<file path="src/rtl/pwg_pkg.sv">
`timescale 1ns/1ps
package pwg_pkg;
  localparam int unsigned LINES    = 4;
  localparam int unsigned PARTS    = 1 << LINES;
  localparam int unsigned KEY_LEN  = 20;
  localparam int unsigned LOAD_LEN = PARTS / LINES;
  localparam int unsigned SEQ_LEN  = KEY_LEN + LOAD_LEN;
  localparam int unsigned STEP_W   = $clog2(SEQ_LEN + 1);

  typedef logic [LINES-1:0]  nib_t;
  typedef logic [STEP_W-1:0] step_t;
  typedef logic [PARTS-1:0]  map_t;

  // key per address line, leftmost = first read
  localparam logic [0:KEY_LEN-1] KEY_L0 = 20'b10111100111000001101;
  localparam logic [0:KEY_LEN-1] KEY_L1 = 20'b11111001110010110000;
  localparam logic [0:KEY_LEN-1] KEY_L2 = 20'b11110011100101010001;
  localparam logic [0:KEY_LEN-1] KEY_L3 = 20'b11000111001000101000;

  typedef struct packed {
    logic done;
    logic wr;
    nib_t addr;
  } cyc_t;

  function automatic nib_t key_nib(input step_t s);
    return {KEY_L3[s], KEY_L2[s], KEY_L1[s], KEY_L0[s]};
  endfunction
endpackage

</file>
<file path="src/rtl/pwg_cycle_mon.sv">
`timescale 1ns/1ps
module pwg_cycle_mon
  import pwg_pkg::*;
(
  input  logic clk_i,
  input  logic rst_ni,
  input  logic ce_ni,
  input  logic we_ni,
  input  nib_t addr_i,
  output cyc_t cyc_o
);
  logic ce_q;
  logic wr_seen_q;
  logic done;

  assign done = ~ce_q & ce_ni;

  always_ff @(posedge clk_i or negedge rst_ni) begin
    if (!rst_ni) begin
      ce_q      <= 1'b1;
      wr_seen_q <= 1'b0;
    end else begin
      ce_q      <= ce_ni;
      wr_seen_q <= done ? 1'b0 : (wr_seen_q | (~ce_ni & ~we_ni));
    end
  end

  always_comb begin
    cyc_o.done = done;
    cyc_o.wr   = wr_seen_q | ~we_ni;
    cyc_o.addr = addr_i;
  end
endmodule

</file>
<file path="src/rtl/pwg_unlock.sv">
`timescale 1ns/1ps
module pwg_unlock
  import pwg_pkg::*;
#(
  parameter map_t SEED_MAP = 16'hA5C3
) (
  input  logic  clk_i,
  input  logic  rst_ni,
  input  logic  en_i,
  input  cyc_t  cyc_i,
  output map_t  map_o,
  output step_t step_o
);
  localparam step_t KEY_END = step_t'(KEY_LEN);
  localparam step_t SEQ_END = step_t'(SEQ_LEN - 1);

  step_t step_q;
  map_t  map_q;
  step_t slot;

  assign slot = step_q - KEY_END;

  always_ff @(posedge clk_i or negedge rst_ni) begin
    if (!rst_ni) begin
      step_q <= '0;
      map_q  <= SEED_MAP;
    end else if (!en_i) begin
      step_q <= '0;
    end else if (cyc_i.done) begin
      if (cyc_i.wr) begin
        step_q <= '0;
      end else if (step_q < KEY_END) begin
        if (cyc_i.addr == key_nib(step_q))        step_q <= step_q + step_t'(1);
        else if (cyc_i.addr == key_nib(step_t'(0))) step_q <= step_t'(1);
        else                                       step_q <= '0;
      end else begin
        for (int unsigned k = 0; k < LOAD_LEN; k++) begin
          if (slot == step_t'(k)) map_q[k*LINES +: LINES] <= cyc_i.addr;
        end
        step_q <= (step_q == SEQ_END) ? '0 : step_q + step_t'(1);
      end
    end
  end

  assign map_o  = map_q;
  assign step_o = step_q;
endmodule

</file>
<file path="src/rtl/pwg_pf_guard.sv">
`timescale 1ns/1ps
module pwg_pf_guard #(
  parameter int unsigned HOLD_CYC = 300_000_000
) (
  input  logic clk_i,
  input  logic rst_ni,
  input  logic pwr_good_i,
  input  logic mode_i,
  input  logic we_ni,
  output logic mode_eff_o,
  output logic pass_o
);
  localparam int unsigned CNT_W = $clog2(HOLD_CYC + 1);
  localparam logic [CNT_W-1:0] LAST = CNT_W'(HOLD_CYC - 1);

  logic pg_q, mode_q, hold_q, hold_d, fall;
  logic [CNT_W-1:0] cnt_q;

  assign fall   = pg_q & ~pwr_good_i;
  assign hold_d = ~pwr_good_i & ~we_ni & (fall | (hold_q & (cnt_q < LAST)));

  always_ff @(posedge clk_i or negedge rst_ni) begin
    if (!rst_ni) begin
      pg_q   <= 1'b0;
      mode_q <= 1'b0;
      hold_q <= 1'b0;
      cnt_q  <= '0;
    end else begin
      pg_q   <= pwr_good_i;
      if (fall) mode_q <= mode_i;
      hold_q <= hold_d;
      cnt_q  <= (hold_q & hold_d) ? cnt_q + CNT_W'(1) : '0;
    end
  end

  // mode follows the pin until the failure has been registered
  assign mode_eff_o = (pwr_good_i | pg_q) ? mode_i : mode_q;
  assign pass_o     = pwr_good_i | (~we_ni & (fall | hold_q));
endmodule

</file>
<file path="src/rtl/partition_write_guard.sv">
`timescale 1ns/1ps
module partition_write_guard
  import pwg_pkg::*;
#(
  parameter map_t        SEED_MAP = 16'hA5C3,
  parameter int unsigned HOLD_CYC = 300_000_000
) (
  input  logic             clk_i,
  input  logic             rst_ni,
  input  logic             ce_ni,
  input  logic             we_ni,
  input  logic [LINES-1:0] addr_hi_i,
  input  logic             mode_i,
  input  logic             pwr_good_i,
  output logic             we_no,
  output logic             out_en_o
);
  cyc_t  cyc;
  map_t  prot_map;
  step_t step_cnt;
  logic  mode_eff, pf_pass, hit;

  pwg_cycle_mon u_mon (
    .clk_i  (clk_i),
    .rst_ni (rst_ni),
    .ce_ni  (ce_ni),
    .we_ni  (we_ni),
    .addr_i (addr_hi_i),
    .cyc_o  (cyc)
  );

  pwg_unlock #(.SEED_MAP(SEED_MAP)) u_unlock (
    .clk_i  (clk_i),
    .rst_ni (rst_ni),
    .en_i   (pwr_good_i & mode_i),
    .cyc_i  (cyc),
    .map_o  (prot_map),
    .step_o (step_cnt)
  );

  pwg_pf_guard #(.HOLD_CYC(HOLD_CYC)) u_pf (
    .clk_i      (clk_i),
    .rst_ni     (rst_ni),
    .pwr_good_i (pwr_good_i),
    .mode_i     (mode_i),
    .we_ni      (we_ni),
    .mode_eff_o (mode_eff),
    .pass_o     (pf_pass)
  );

  assign hit      = prot_map[addr_hi_i];
  assign we_no    = we_ni | ~mode_eff | ~pf_pass | hit;
  assign out_en_o = mode_eff;
endmodule

</file>
<file path="config.mk">
export PLATFORM = sky130hd
export DESIGN_NAME = partition_write_guard
export DESIGN_NICKNAME = d
export VERILOG_FILES = /design/src/rtl/pwg_pkg.sv /design/src/rtl/pwg_cycle_mon.sv /design/src/rtl/pwg_unlock.sv /design/src/rtl/pwg_pf_guard.sv /design/src/rtl/partition_write_guard.sv
export SDC_FILE = /design/constraint.sdc
export NUM_CORES = 1
export LEC_CHECK = 0
export ABC_AREA = 1
export BUFFER_PORTS_ARGS = -buffer_cell sky130_fd_sc_hd__buf_2
export CAP_MARGIN = 20
export CORE_MARGIN = 2
export CORE_UTILIZATION = 55
export CTS_CLUSTER_DIAMETER = 30
export DETAILED_ROUTE_END_ITERATION = 10
export PLACE_DENSITY = 0.72
export SLEW_MARGIN = 20
export SYNTH_ARGS = -nofsm -noshare
export SYNTH_HDL_FRONTEND = slang
export SYNTH_SLANG_ARGS = --single-unit
</file>
<file path="constraint.sdc">
create_clock -name clk_i -period 3.35 [get_ports clk_i]
set_input_delay 0.67 -clock clk_i [delete_from_list [all_inputs] [get_ports clk_i]]
set_output_delay 0.67 -clock clk_i [all_outputs]
set_load 0.1 [all_outputs]
</file>
## After elaboration in Yosys (flattened, before gate mapping)

Memories as Yosys holds them, arrays and structs flattened.
Index checks and enable logic that the tools add are counted.

| word-level totals | value |
|---|---|
| register bits | 55 |
| memory bits (read-only) | 128 |
| input port bits | 10 |
| logic and storage cells | 81 |
| memories kept | 4 |

Memory list:

| name | words | width | read ports | clocked after memory_dff | write ports | RTL line | RTL |
|---|---|---|---|---|---|---|---|
| (no name shown) | 32 | 1 | 1 | 0 | 0 | pwg_pkg.sv:27 | `return {KEY_L3[s], KEY_L2[s], KEY_L1[s], KEY_L0[s]};` |
| (no name shown) | 32 | 1 | 1 | 0 | 0 | pwg_pkg.sv:27 |  |
| (no name shown) | 32 | 1 | 1 | 0 | 0 | pwg_pkg.sv:27 |  |
| (no name shown) | 32 | 1 | 1 | 0 | 0 | pwg_pkg.sv:27 |  |

| cells by class | value |
|---|---|
| add/sub/neg operators | 3 |
| magnitude comparators | 4 |
| eq/ne operators | 7 |
| mux-type cells | 20 |
| bitwise gates (word level) | 27 |
| reduce and logical (&&, ||, !) cells | 5 |

Operators with widths:

| cell | count |
|---|---|
| two-way mux 5 bit | 6 |
| adder 29 x 1 -> 29 bit, second input constant | 1 |
| < comparator 29 bit, second input constant | 1 |
| two-way mux 29 bit | 1 |
| AND reduction 5 bit | 4 |
| two-way mux 1 bit | 12 |
| equality test 5 x 2 -> 1 bit, second input constant | 2 |
| AND 1 bit | 9 |
| OR 1 bit | 9 |
| NOT 1 bit | 8 |
| >= comparator 6 bit, second input constant | 1 |
| NOT 5 -> 6 bit | 1 |
| adder 5 x 1 -> 5 bit, second input constant | 1 |
| equality test 5 x 1 -> 1 bit, second input constant | 1 |
| equality test 5 bit, second input constant | 1 |
| logical NOT 5 bit | 1 |
| < comparator 4 x 5 -> 1 bit, second input constant | 1 |
| < comparator 5 bit, second input constant | 1 |
| subtractor 5 bit, second input constant | 1 |
| binary-select mux 1 bit (select 4 bit) | 1 |
| equality test 4 bit | 1 |
| equality test 4 bit, second input constant | 1 |
| inequality test 2 bit, second input constant | 1 |

## Longest topological paths before layout

Gate-level depths: netlist of run 1.

| depth | value |
|---|---|
| word-level depth | 10 |
| mapped depth | 16 |

## Modules after synthesis

Synthesis of run 1 repeated with hierarchy kept, for this count alone.

| unflattened totals | value |
|---|---|
| cell total of the unflattened synthesis | 475 |
| area, all modules | 3,393.3 µm² |

Modules (own cells, without submodules):

| module | instances | cells each | area each (µm²) | seq. area each (µm²) |
|---|---|---|---|---|
| pwg_pf_guard | 1 | 253 | 1,839.3 | 800.8 |
| pwg_unlock | 1 | 157 | 1,213.7 | 535.5 |
| partition_write_guard | 1 | 51 | 215.2 | 0.0 |
| pwg_cycle_mon | 1 | 14 | 125.1 | 51.3 |

## Least setup slack after synthesis of run 1

No wires, ideal clock.

| timing | value |
|---|---|
| path type | input-to-output |
| from | input port addr_hi_i[0] |
| to | output port we_no |
| data arrival time | 2.439 ns |
| slack | 0.241 ns |
| stages | 7 |
| buffers on the path | 2 |
| cell sequence | clkbuf_1 -> inv_1 -> clkbuf_1 -> nor2_1 -> o22ai_1 -> o211ai_1 -> nand4_1 |

| on the way | value |
|---|---|
| cells in the longest elaborated chain, start to end | 3 |

Ends and longest elaborated chain:

| item | RTL line | RTL |
|---|---|---|
| start: declaration | partition_write_guard.sv:12 | `input logic [LINES-1:0] addr_hi_i,` |
| binary-select mux 1 bit (select 4 bit) | partition_write_guard.sv:51 | `assign hit = prot_map[addr_hi_i];` |
| two-way mux 1 bit (not written as such) | partition_write_guard.sv:51 |  |
| OR 1 bit | partition_write_guard.sv:52 | `assign we_no = we_ni \| ~mode_eff \| ~pf_pass \| hit;` |
| end: declaration | partition_write_guard.sv:15 | `output logic we_no,` |

No other way between the ends. The select of a mux whose other input is x is not followed.

## Worst setup path after layout of run 1

Same ends and word-level chain as after synthesis.

==> results.toml, run 1 <==
[setup_path]
worst_setup_slack_for_register_to_register_paths_ns = 1.20
cell_mode_on_critical_path = "buf_2"
critPathCaptureType = "primary output"
r2r-start = "u_unlock.step_o[0]"
worstReg2RegEnd = "u_unlock.step_o[1]"
startpoint = "addr_hi_i[0]"
worst-endpoint-arrival_ns = 2.03
worst_path_largest_cell_delay_ns = 0.43
crit_path_start_kind = "input pin"
worst_path_max_delay_cell = "buf_2"
criticalPathCategory = "input pin to primary output"
rr_worst_depth = 11
timing.critical_path.required_ns = 2.68
path_cells = "buf_2, inv_1, o21ai_0, o221ai_1, o211ai_1, nand4_1, buf_2"
path_max_fanout = 14

[logic_synthesis]
netlist.area_leader.share = 0.3573
ys_ff_latch = 55
syn-num-nets = 435
synth_ff_type = "dfrtp_1"
yosysUniqueCellTypes = 34
dominant_combinational_cell_family_by_area_after_synthesis = "simple AND/OR/NAND/NOR gates"
synthAdderAreaFrac = 0.03107
synth.yosys.warnings = 0
yosys.area.top_type = "dfrtp_1"
share_of_synthesized_flip_flops_with_an_asynchronous_set_or_reset = 1.000
synth_mux_area_frac = 0
post_synth_instance_area_sq_um = 3222
synthSimpleGateAreaFrac = 0.3146
synth_seq_area_share = 0.4307
number_of_flops_mapped_to_enable_cells_by_yosys = 0
synth-compound-area-share = 0.08466
ys_top_cells_by_area = "dfrtp_1, nand2_1, nor2_1, dfstp_2, nand3_1"
synth_xor_area_frac = 0.06796
synthesis.instances = 417
syn-mean-instance-area_sq_um = 7.726

[timing]
slew-limit-headroom = 0.6283
final-setup-viol-count = 0
holdWs_ns = 0.3102
tightest_slew_ns = 0.5569
rsz0062_at_grt = "false"
setup_tns_ns = 0
final.min_clock_period_ns = 2.698
worst_clock_skew_ns = 0.004946
hold_viol_final = 0
final_max_slew_viol_count = 0
fmax_mhz = 370.6
timing.final.crit_share = 0.8055

[power_and_ir_drop]
leakagePower_nw = 1.400
power_density_nw_per_um2 = 327.5
vdd_drop_max_v = 0.0002697

[placement]
globalplace.congestion = 0.8942
port_buffers = 11
place_hpwl_microns = 4809
dp.cells = 494

[floorplanning]
placementRows = 27
die_area_sq_um = 6486
die_width_microns = 80.54
boundaryPins = 12
core_area_sq_um = 5574
chipHeight_microns = 80.54
floorplan.initialDensity = 0.5780

[clocking]
clock_tree.buffer_depth = 2
clkSlewWorstSetupHoldPaths_ns = 0.09
tritoncts = "yes"
clock_sinks = 55
cts.hold.buffers_added = 0
clock_tree.root_cell = "clkbuf_8"
clock_tree.htree_level_count = 2
tritoncts.num_buffers = 5
worstSkewPairLatency_ns = 0.30
post_cts_resize_count = 0
cts_setup_buffers = 0

[route]
overall_routed_net_length_microns = 6363
drcViolationCount = 0
route.detailed.vias_per_inst = 5.307
routed-wl-met2_microns = 2713
m1WireLength_microns = 3387
dr_wl_met3_microns = 194
num_vias = 2664
routed_wire_length_per_instance_microns = 12.68
first_iter_violations = 140
detail-route-antenna-nets = 0
detailedRoute.firstPassIterationCount = 4
dr.max_layer_used = "met4"

[layout]
layout-drive-gt1-share = 0.09535
sequential_cell_area_sq_um = 1388
final_common_cell = "nand2_1"
fin_nets = 447
final_cell_count_no_fill = 502
antenna_cells = 0
final.fill_count = 517
multi_input_area_sq_um = 1605
flow.area_growth_from_synthesis_pct = 6.408
final_cell_mix = "nand2_1, nor2_1, inv_1"

[job]
max_cap_viol_count = 0

[status]
run_status = "complete, no violations"

[global_routing]
grt_start_max_net_pins = 30
overflow = 0
antenna_found_initial = 0
first_global_vias = 2513
groute.usage.overall = 0.2175
grt_pass1_wl_microns = 11250

[worst_hold_path]
worstHoldPathType = "input pin to async pin"
[power breakdown]
group / leakage (nW) / switching [mW] / internal [mW]
Combinational: 0.625 / 0.0584 / 0.0192
Clock: 0.0484 / 0.204 / 0.170
Sequential: 0.727 / 0.00205 / 0.669
Total: 1.40 / 0.265 / 0.858
[synthesized netlist by cell type (all sizes together) (2+ instances only)]
cell	count
o22ai	4
dfstp	9
inv	48
nand2	84
dfrtp	46
ha	8
nor4	5
nand3	43
nor2	67
xnor2	5
nand4	11
o211ai	2
clkbuf	3
a21oi	3
xor2	20
buf	5
o21ai	35
nor3	13
[metal layers]
layer,GRT usage,vias to the layer above
met5,0,-
met2,0.3225,41
met1,0.3245,1227
met4,0.05085,0
li1,-,1389
met3,0.04607,7
[cell families (layout without fill, tap and decap cells)]
group | Yosys count | count (layout)
simple gates | 224 | 224
buf+inv | 56 | 69
flops | 55 | 55
compound gates | 49 | 49
xor+xnor | 25 | 25
fa+ha+maj | 8 | 8
[through the flow]
| step | instance area (sq um) | setup WS [ns] | utilization | total power, mW |
|---|---|---|---|---|
| 6_report | 3428 | 0.6516 | 0.6150 | 1.123 |
| 5_1_grt | 3428 | 0.5058 | 0.6150 | 1.175 |
| 4_1_cts | 3428 | 0.6609 | 0.6150 | 1.140 |
| 3_5_place_dp | 3333 | 0.6597 | 0.5980 | 0.7625 |
| 3_3_place_gp | 3333 | 0.6957 | 0.5980 | 0.7611 |
| 2_1_floorplan | 3222 | 0.2408 | - | 0.7300 |
[sequential cells by signal, summed over array words and instances (netlist names)]
register         count
u_pf.cnt_q          29
u_pf.pg_q            1
u_unlock.step_o      5
u_mon.ce_q           1
u_pf.hold_q          1
u_unlock.map_o      16
u_mon.wr_seen_q      1
u_pf.mode_q          1
[critical path: cells and delay by family]
family                 cells  cell delay, ns
buffers and inverters      3            0.88
AOI/OAI and AO/OA          3            0.39
and+or+nand+nor            1            0.09
[worst max path at each step]
| stage | end |
|---|---|
| detailed placement | we_no |
| global placement | we_no |
| finish | we_no |
| floorplan | we_no |
| global route | we_no |
| CTS | we_no |
[area by class of cell]
cell class / count / share of cell area
clock buffer: 7 / 0.02518
inverter: 48 / 0.05255
clock inverter: 1 / 0.002555
sequential: 55 / 0.4047
multi-input combinational: 306 / 0.4682
timing repair buffer: 13 / 0.02044
tap: 72 / 0.02628
Note: power is estimated with default switching activity, not from simulation.
==> inputs of run 2 (changes only) <==
- PLACE_DENSITY: 0.72 -> 0.75
- clock period: 3.35 -> 2.25 ns (I/O delays scaled with it)
==> results.toml, run 2 (synthesis gave the netlist of run 1 again) <==
[global_routing]
antenna_found_initial = 0
first_global_vias = 2547
groute.usage.overall = 0.2287
grt_start_max_net_pins = 56
overflow = 0
grt_pass1_wl_microns = 11640

[route]
overall_routed_net_length_microns = 6622
routed_wire_length_per_instance_microns = 13.14
route.detailed.vias_per_inst = 5.460
detailedRoute.firstPassIterationCount = 4
detail-route-antenna-nets = 0
num_vias = 2752
drcViolationCount = 0
first_iter_violations = 227

[layout]
layout-drive-gt1-share = 0.1111
largest_register_ffs = 29
fin_nets = 449
flow.area_growth_from_synthesis_pct = 8.116
final_cell_mix = "nand2_1, nor2_1, inv_1"
antenna_cells = 0
fin_area_sq_um = 3483
final_core_utilization = 0.6249
final_common_cell = "nand2_1"
regMostFlops = "u_pf.cnt_q"

[clocking]
tritoncts = "yes"
clock_tree.root_cell = "clkbuf_8"
cts.hold.buffers_added = 0
tritoncts.num_buffers = 5
worstSkewPairLatency_ns = 0.31
clkSlewWorstSetupHoldPaths_ns = 0.10
clock_sinks = 55
clock_tree.buffer_depth = 2
clock_tree.htree_level_count = 2

[floorplanning]
die_area_sq_um = 6486
core_area_sq_um = 5574
placementRows = 27
floorplan.initialDensity = 0.5780
boundaryPins = 12
die_width_microns = 80.54
chipHeight_microns = 80.54

[timing]
final.min_clock_period_ns = 2.090
final_max_slew_viol_count = 0
setup_tns_ns = 0
rsz0062_at_grt = "false"
tightest_slew_ns = 0.6847
timing.final.crit_share = 0.9289
fmax_mhz = 478.5
final-setup-viol-count = 0
worst_clock_skew_ns = 0.008758
hold_viol_final = 0
slew-limit-headroom = 0.5435
holdWs_ns = 0.2465

[placement]
place_hpwl_microns = 4746
globalplace.congestion = 0.9057
port_buffers = 11
dpl_cell_area_sq_um = 3363

[power_and_ir_drop]
vdd_drop_max_v = 0.0002959
p_int_mw = 1.362
pwr-share-comb = 0.069
power_density_nw_per_um2 = 510.4
seq_power_share = 0.562
p_switching_mw = 0.4161
clock_share_of_power = 0.369
leakagePower_nw = 1.416
swShare = 0.2341

[setup_path]
path_max_fanout = 3
worst_path_largest_cell_delay_ns = 0.40
r2r-start = "u_unlock.step_o[0]"
crit_path_start_kind = "flip-flop"
path_cells = "nor2_2, o21ai_0, a211oi_2, nand4_1, buf_12"
worst_path_dominant_cell_family = "flip-flops"
criticalPathCategory = "flip-flop to primary output"
worstReg2RegEnd = "u_unlock.step_o[1]"
timing.critical_path.required_ns = 1.80
rr_worst_depth = 13
critPathCaptureType = "primary output"
critical_path_buf_inv_count = 1
worst-endpoint-arrival_ns = 1.64
worst_setup_slack_for_register_to_register_paths_ns = 0.19
worst_path_max_delay_cell = "dfrtp_1"

[status]
run_status = "complete, no violations"

[worst_hold_path]
worstHoldPathType = "input pin to async pin"

[job]
max_cap_viol_count = 0
[run 2: cell types whose count changed in the layout (fill, tap and decap cells not counted), moves of 2 or more]
| cell | before | now |
|---|---|---|
| o21ai_1 | 0 | 2 |
| dfrtp_1 | 46 | 44 |
| o21ai_0 | 34 | 32 |
| buf_4 | 2 | 4 |
| dfrtp_2 | 0 | 2 |
[run 2: per-layer routing]
| layer | global-route usage | vias up | share of wire |
|---|---|---|---|
| met5 | 0 | - | 0 |
| met4 | 0.05932 | 0 | 0.0092 |
| met3 | 0.03820 | 5 | 0.037 |
| met2 | 0.3533 | 51 | 0.45 |
| met1 | 0.3338 | 1313 | 0.51 |
| li1 | - | 1383 | - |
[run 2: how the worst max path moves through the flow]
stage	startpoint	to	slack, ns	cells past startpoint
after CTS	u_pf.pg_q	we_no	0.09	5
after global routing	u_unlock.step_o[0]	u_unlock.step_o[1]	0.007	13
after detailed placement	addr_hi_i[1]	we_no	0.19	7
final	u_pf.pg_q	we_no	0.16	5
after floorplan	addr_hi_i[0]	we_no	-0.19	7
after global placement	addr_hi_i[1]	we_no	0.20	7
[run 2: power groups by stage]
stage / logic (mW) / registers [mW] / clock network [mW]
finish: 0.123 / 1.00 / 0.655
floorplan: 0.0727 / 1.02 / 0
detailed placement: 0.122 / 1.02 / 0
CTS: 0.122 / 0.999 / 0.677
global route: 0.138 / 1.00 / 0.718
global placement: 0.120 / 1.02 / 0
[run 2: stage by stage]
step / instances / power, mW / setup WS [ns]
final: 504 / 1.778 / 0.1600
after global routing: 504 / 1.856 / 0.007493
after CTS: 504 / 1.799 / 0.08742
after detailed placement: 496 / 1.140 / 0.1888
after global placement: 496 / 1.138 / 0.1961
after floorplan: 417 / 1.091 / -0.1947
[run 2: worst register-to-register path, delay by kind of cell, from the launching register on]
| kind | cells | cell delay, ns |
|---|---|---|
| compound gates | 2 | 0.28 |
| fa+ha+maj | 1 | 0.21 |
| buf+inv | 3 | 0.30 |
| flops | 1 | 0.46 |
| simple gates | 7 | 0.74 |
[run 2: timing repair]
action	CTS	global route
resized for setup	0	6
setup buffers	0	0
endpoints found under the setup margin	0	4
[run 2: area by class of cell]
type,instances,area (sq um)
timing repair buffer,15,100.1
clock buffer,6,72.57
sequential,55,1390
fill,526,2091
inverter,48,180.2
tap,72,90.09
clock inverter,2,37.54
multi-input combinational,306,1613
